--- src/rtl/bsort_pkg.sv ---
package bsort_pkg;
  typedef enum logic [1:0] {
    ST_IDLE = 2'd0,
    ST_RUN  = 2'd1,
    ST_DONE = 2'd2
  } bsort_state_e;
endpackage

--- src/rtl/bsort_ctrl.sv ---
module bsort_ctrl
  import bsort_pkg::*;
#(
  parameter int NUM_ELEM = 16,
  parameter int IDX_W    = $clog2(NUM_ELEM)
) (
  input  logic             clk,
  input  logic             rst,
  input  logic             start,
  input  logic             swap_now,
  output logic             idle_o,
  output logic             load_o,
  output logic             run_o,
  output logic             done_o,
  output logic [IDX_W-1:0] idx_o
);
  localparam logic [IDX_W-1:0] LAST_PASS = IDX_W'(NUM_ELEM - 2);

  bsort_state_e     state_q;
  logic [IDX_W-1:0] pass_q;
  logic [IDX_W-1:0] idx_q;
  logic             dirty_q;
  logic [IDX_W-1:0] last_idx;
  logic             pass_end;
  logic             pass_dirty;

  // highest pair index of the current pass shrinks by one each pass
  assign last_idx   = LAST_PASS - pass_q;
  assign pass_end   = (state_q == ST_RUN) && (idx_q == last_idx);
  assign pass_dirty = dirty_q | swap_now;

  always_ff @(posedge clk) begin
    if (rst) begin
      state_q <= ST_IDLE;
      pass_q  <= '0;
      idx_q   <= '0;
      dirty_q <= 1'b0;
    end else begin
      unique case (state_q)
        ST_IDLE: begin
          if (start) begin
            state_q <= ST_RUN;
            pass_q  <= '0;
            idx_q   <= '0;
            dirty_q <= 1'b0;
          end
        end
        ST_RUN: begin
          if (pass_end) begin
            if (!pass_dirty || (pass_q == LAST_PASS)) begin
              state_q <= ST_DONE;
            end else begin
              pass_q  <= pass_q + 1'b1;
              idx_q   <= '0;
              dirty_q <= 1'b0;
            end
          end else begin
            idx_q   <= idx_q + 1'b1;
            dirty_q <= pass_dirty;
          end
        end
        default: state_q <= ST_IDLE;
      endcase
    end
  end

  assign idle_o = (state_q == ST_IDLE);
  assign load_o = idle_o && start;
  assign run_o  = (state_q == ST_RUN);
  assign done_o = (state_q == ST_DONE);
  assign idx_o  = idx_q;

  // a request while sorting never restarts or aborts the sort
  assert_busy_start_ignored_R7: assert property (@(posedge clk) disable iff (rst)
    (state_q == ST_RUN && start) |=> (state_q != ST_IDLE));

  // the pass counter never goes beyond the last allowed pass
  assert_pass_bound_R6: assert property (@(posedge clk) disable iff (rst)
    run_o |-> (pass_q <= LAST_PASS));

  // a clean pass ends the sort rather than starting another pass
  assert_early_exit_R5: assert property (@(posedge clk) disable iff (rst)
    (pass_end && !pass_dirty) |=> (state_q == ST_DONE));
endmodule

--- src/rtl/bsort_array.sv ---
module bsort_array #(
  parameter int NUM_ELEM = 16,
  parameter int ELEM_W   = 4,
  parameter int IDX_W    = $clog2(NUM_ELEM),
  parameter int FLAT_W   = NUM_ELEM * ELEM_W
) (
  input  logic              clk,
  input  logic              rst,
  input  logic              load,
  input  logic              run,
  input  logic [IDX_W-1:0]  idx,
  input  logic [FLAT_W-1:0] in_flat,
  output logic              swap_o,
  output logic [FLAT_W-1:0] work_flat
);
  logic [ELEM_W-1:0] work_q [NUM_ELEM];
  logic [IDX_W-1:0]  nxt;
  logic [ELEM_W-1:0] lo_val;
  logic [ELEM_W-1:0] hi_val;

  assign nxt    = idx + IDX_W'(1);
  assign lo_val = work_q[idx];
  assign hi_val = work_q[nxt];
  // unsigned compare; equal neighbours stay put
  assign swap_o = run && (lo_val > hi_val);

  always_ff @(posedge clk) begin
    if (load) begin
      for (int i = 0; i < NUM_ELEM; i++) begin
        work_q[i] <= in_flat[i*ELEM_W +: ELEM_W];
      end
    end else if (swap_o) begin
      work_q[idx] <= hi_val;
      work_q[nxt] <= lo_val;
    end
  end

  for (genvar g = 0; g < NUM_ELEM; g++) begin : g_flat
    assign work_flat[g*ELEM_W +: ELEM_W] = work_q[g];
  end

  // after an exchange the touched pair is in order
  assert_swap_orders_pair_R3: assert property (@(posedge clk) disable iff (rst)
    swap_o |=> (work_q[$past(idx)] <= work_q[$past(nxt)]));

  // equal neighbours are never exchanged
  assert_equal_kept_R10: assert property (@(posedge clk) disable iff (rst)
    (run && lo_val == hi_val) |-> !swap_o);
endmodule

--- src/rtl/bubble_sorter.sv ---
module bubble_sorter #(
  parameter int NUM_ELEM = 16,
  parameter int ELEM_W   = 4
) (
  input  logic                         clk,
  input  logic                         rst,
  input  logic                         in_valid,
  output logic                         in_ready,
  input  logic [NUM_ELEM*ELEM_W-1:0]   in_data,
  output logic                         out_valid,
  output logic [NUM_ELEM*ELEM_W-1:0]   out_data
);
  localparam int IDX_W  = $clog2(NUM_ELEM);
  localparam int FLAT_W = NUM_ELEM * ELEM_W;

  logic              idle, load, run, done, swap_now;
  logic [IDX_W-1:0]  idx;
  logic [FLAT_W-1:0] work_flat;

  bsort_ctrl #(.NUM_ELEM(NUM_ELEM), .IDX_W(IDX_W)) u_ctrl (
    .clk      (clk),
    .rst      (rst),
    .start    (in_valid),
    .swap_now (swap_now),
    .idle_o   (idle),
    .load_o   (load),
    .run_o    (run),
    .done_o   (done),
    .idx_o    (idx)
  );

  bsort_array #(.NUM_ELEM(NUM_ELEM), .ELEM_W(ELEM_W), .IDX_W(IDX_W), .FLAT_W(FLAT_W)) u_array (
    .clk       (clk),
    .rst       (rst),
    .load      (load),
    .run       (run),
    .idx       (idx),
    .in_flat   (in_data),
    .swap_o    (swap_now),
    .work_flat (work_flat)
  );

  assign in_ready = idle;

  always_ff @(posedge clk) begin
    if (rst) begin
      out_valid <= 1'b0;
      out_data  <= '0;
    end else begin
      out_valid <= done;
      if (done) out_data <= work_flat;
    end
  end

  // strobe lasts one cycle
  assert_single_strobe_R8: assert property (@(posedge clk) disable iff (rst)
    out_valid |=> !out_valid);

  // result held between completions
  assert_result_held_R8: assert property (@(posedge clk) disable iff (rst)
    !out_valid |-> $stable(out_data));

  // no acceptance while a result is being produced
  assert_ready_low_busy_R7: assert property (@(posedge clk) disable iff (rst)
    run |-> !in_ready);

  // every published result is ascending
  for (genvar k = 0; k < NUM_ELEM - 1; k++) begin : g_order
    assert_ascending_R3: assert property (@(posedge clk) disable iff (rst)
      out_valid |-> (out_data[k*ELEM_W +: ELEM_W] <= out_data[(k+1)*ELEM_W +: ELEM_W]));
  end
endmodule

--- config.mk ---
export PLATFORM = sky130hd
export DESIGN_NAME = bubble_sorter
export DESIGN_NICKNAME = d
export VERILOG_FILES = /design/src/rtl/bsort_pkg.sv /design/src/rtl/bsort_ctrl.sv /design/src/rtl/bsort_array.sv /design/src/rtl/bubble_sorter.sv
export SDC_FILE = /design/constraint.sdc
export NUM_CORES = 1
export LEC_CHECK = 0
export ABC_AREA = 1
export BUFFER_PORTS_ARGS = -buffer_cell sky130_fd_sc_hd__buf_2
export CAP_MARGIN = 10
export CORE_MARGIN = 5
export CORE_UTILIZATION = 30
export CTS_CLUSTER_DIAMETER = 80
export DETAILED_ROUTE_END_ITERATION = 10
export PLACE_DENSITY_LB_ADDON = 0.15
export SYNTH_ARGS = -nofsm -noshare
export SYNTH_HDL_FRONTEND = slang
export SYNTH_SLANG_ARGS = --single-unit
--- constraint.sdc ---
create_clock -name clk -period 7.6 [get_ports clk]
set_input_delay 0 -clock clk [delete_from_list [all_inputs] [get_ports clk]]
set_output_delay 0 -clock clk [all_outputs]
set_load 0.02 [all_outputs]
==> results.py <==
metrics = {
    "logic_synthesis": {
        "synth_top_area_cell": "edfxtp_1",
        "synth_top_area_share": 0.2241,
        "synth_edf_count": 64,
        "syn_nets": 1336,
        "yosysUniqueCellTypes": 33,
        "ys_async_sr_fraction": 0,
        "yosysWarnings": 0,
        "avgSynthCellArea_um2": 6.823,
        "ys.flop_type": "dfxtp_1",
        "ys_seq_area_frac": 0.4108,
        "syn-instance-count": 1257,
        "synthTopCellsByCount": "354 x nand2_1, 175 x inv_1, 136 x nor2_1",
        "synth_area_leaders": "edfxtp_1 22%, dfxtp_1 19%, nand2_1 15%",
        "synthesis.area_um2": 8577,
        "synth.most_common_cell": "nand2_1",
        "synth-seq-cells": 144,
    },
    "floorplan": {
        "start_util": 0.3013,
        "die-area_um2": 32070,
        "die_h_um": 179.1,
        "row_count": 62,
        "num_io_pins": 133,
        "coreArea_um2": 28470,
        "die_x_um": 179.1,
    },
    "placed_design": {
        "place_area_um2": 9447,
        "hpwl_mm": 21.87,
        "numPlacedInstances": 1722,
        "portBuffers": 132,
        "dp_worst_setup_slack_ns": 2.776,
        "gp_congestion": 0.8819,
    },
    "drt": {
        "drtAntennaViolNets": 0,
        "drt_iter0_drc": 758,
        "wl_per_cell_um": 17.08,
        "wl_mm": 30.25,
        "via_per_inst": 4.738,
        "drc": 0,
        "dr.pass1.iters": 5,
        "vias": 8391,
    },
    "cts": {
        "worstSkewPairLatency_ns": 0.43,
        "clk_path_buf_depth": 2,
        "cts.clk_slew.worst_paths_ns": 0.06,
        "cts_root_buf": "clkbuf_16",
        "cts_tree": "built",
        "cts.htree.levels": 4,
        "cts_buffers": 17,
        "cts_resized": 0,
        "cts.sinks": 144,
    },
    "worst_setup_path": {
        "r2r_slack_ns": 2.67,
        "rr_endpoint": "u_array.work_q[12][1]",
        "cp.depth": 17,
        "cpMostUsedCell": "nand2_1",
        "worst_ep_arrival_time_ns": 5.03,
        "critical-path-top-delay-family": "simple AND/OR/NAND/NOR gates",
        "path_cells": "inv_1 > ha_1 > inv_1 > o211ai_1 > nand2_1 > inv_1 > nor2_2 > nor2_4 > nand2_1 > ha_1 > nand2_1 > nor2_1 > nor2_1 > nand2_2 > nor2_1 > nand2_1 > nand3_1",
        "cp.required_ns": 7.70,
        "criticalPathCategory": "reg -> reg",
        "crit_path_top_delay_cell": "ha_1",
        "cp-start-kind": "flip-flop",
        "crit_path_max_fanout": 34,
        "max_stage_delay_ns": 0.80,
        "end_kind": "flip-flop",
        "crit_buf_inv": 3,
        "r2r_start": "u_ctrl.idx_o[0]",
        "r2r_cells": 17,
    },
    "pwr": {
        "total_power_mw": 2.502,
        "p_per_area_nw_per_um2": 246.2,
        "p_leak_nw": 5.196,
        "ir_drop_v": 0.0001617,
    },
    "hold_path": {
        "hold_end": "u_array.work_q[5][1]",
        "holdPathStages": 5,
        "hold_path_startpoint": "in_data[21]",
        "hp-class": "in -> reg",
    },
    "cells_and_area": {
        "fillers": 3138,
        "final_cell_count_no_fill": 1771,
        "nets": 1453,
        "final_cell_area_um2": 10160,
        "n_antenna_cell": 0,
        "syn_to_final_growth_pct": 18.48,
        "fin_util": 0.3569,
        "drive_above_1_share": 0.1377,
    },
    "sta": {
        "hold_viol_final": 0,
        "slew_headroom": 0.2389,
        "tns_ns": 0,
        "timing.fmax_mhz": 203.0,
        "slew_viol_final": 0,
        "hold_ws_ns": 0.008659,
        "timing.final.crit_share": 0.6481,
        "setup_viol": 0,
        "finalClockSkew_ns": 0.009666,
        "period_needed_ns": 4.926,
        "worst_slew_pin_slew_ns": 1.139,
        "rsz0062_at_grt": "false",
        "fin_ws_ns": 2.674,
    },
    "global_route": {
        "antenna_found_initial": 0,
        "grt_pass1_vias": 7834,
        "overflow": 0,
        "grt_start_max_net_pins": 98,
        "grt_pass1_wl_mm": 45.86,
        "grtUsageTotal": 0.1886,
    },
    "flow_run": {
        "drv_cap": 0,
    },
    "run_status": {
        "status": "complete, no violations",
    },
}
cell type report:
class                   count  area, um2  share of cell area
clock inverters            13      112.6             0.01108
flip-flops and latches    144       3523              0.3467
clock buffers              19      432.9             0.04260
well taps                 384      480.5             0.04728
repair buffers            153      860.8             0.08471
multi-input cells         878       4074              0.4009
inverters                 180      678.2             0.06673
power by group:
part	total (mW)	leakage (nW)	switching (mW)	internal, mW
clock network	0.788	0.253	0.339	0.449
registers	0.957	1.26	0.0717	0.885
logic	0.757	3.68	0.563	0.195
routing by layer:
layer | GRT usage | wire, um | vias up
li1 | - | - | 4269
met2 | 0.2743 | 12710 | 303
met3 | 0.03100 | 2242 | 25
met5 | 0 | 0 | -
met1 | 0.2889 | 14900 | 3794
met4 | 0.04605 | 398 | 0
worst min-delay path, stage by stage:
cell and delay, ns:
buf_2 0.07, inv_1 0.03, nand2_1 0.05, nand2_1 0.04
o21ai_1 0.13
flip-flops by register name, indices dropped and copies added (netlist names), named ones only:
register	count
u_array.work_q	64
u_ctrl.idx_o	4
out_data	64
u_ctrl.state_q	2
out_valid	1
u_ctrl.pass_q	4
u_ctrl.dirty_q	1
cell usage in the layout, fill, tap and decap left out, types with 8 or more instances in the layout:
cell type      count
a21oi_1           65
dlygate4sd3_1     17
ha_1              12
o21ai_1           25
edfxtp_1          64
o211ai_1          25
nand2_1          354
inv_1            175
clkbuf_16         17
o21ai_0          108
nand3_1          123
buf_2            132
dfxtp_1           80
nand2_2            8
nor2_1           135
timing repair:
action | 4_1_cts | 5_1_grt
hold buffers | 17 | 0
setup buffers | 0 | 0
endpoints found under the hold margin | 20 | 0
worst max path at each step:
stage                          from                     to  slack (ns)
global route        u_ctrl.idx_o[0]  u_array.work_q[13][0]        2.18
finish              u_ctrl.idx_o[0]  u_array.work_q[12][1]        2.67
global placement    u_ctrl.idx_o[0]   u_array.work_q[3][0]        2.83
floorplan           u_ctrl.idx_o[0]   u_array.work_q[4][0]        4.11
CTS                 u_ctrl.idx_o[0]  u_array.work_q[12][0]        2.75
detailed placement  u_ctrl.idx_o[0]  u_array.work_q[12][0]        2.78
cells by family after synthesis:
| family | count (synthesis) | share of synthesized area |
|---|---|---|
| AND/OR/NAND/NOR | 635 | 0.3074 |
| AO/OA/AOI/OAI | 228 | 0.1418 |
| flip-flops | 144 | 0.4108 |
| XOR/XNOR | 3 | 0.007441 |
| buffers and inverters | 235 | 0.1151 |
| adder cells (fa/ha/maj) | 12 | 0.01751 |
Power figures use the tool's default switching activity.
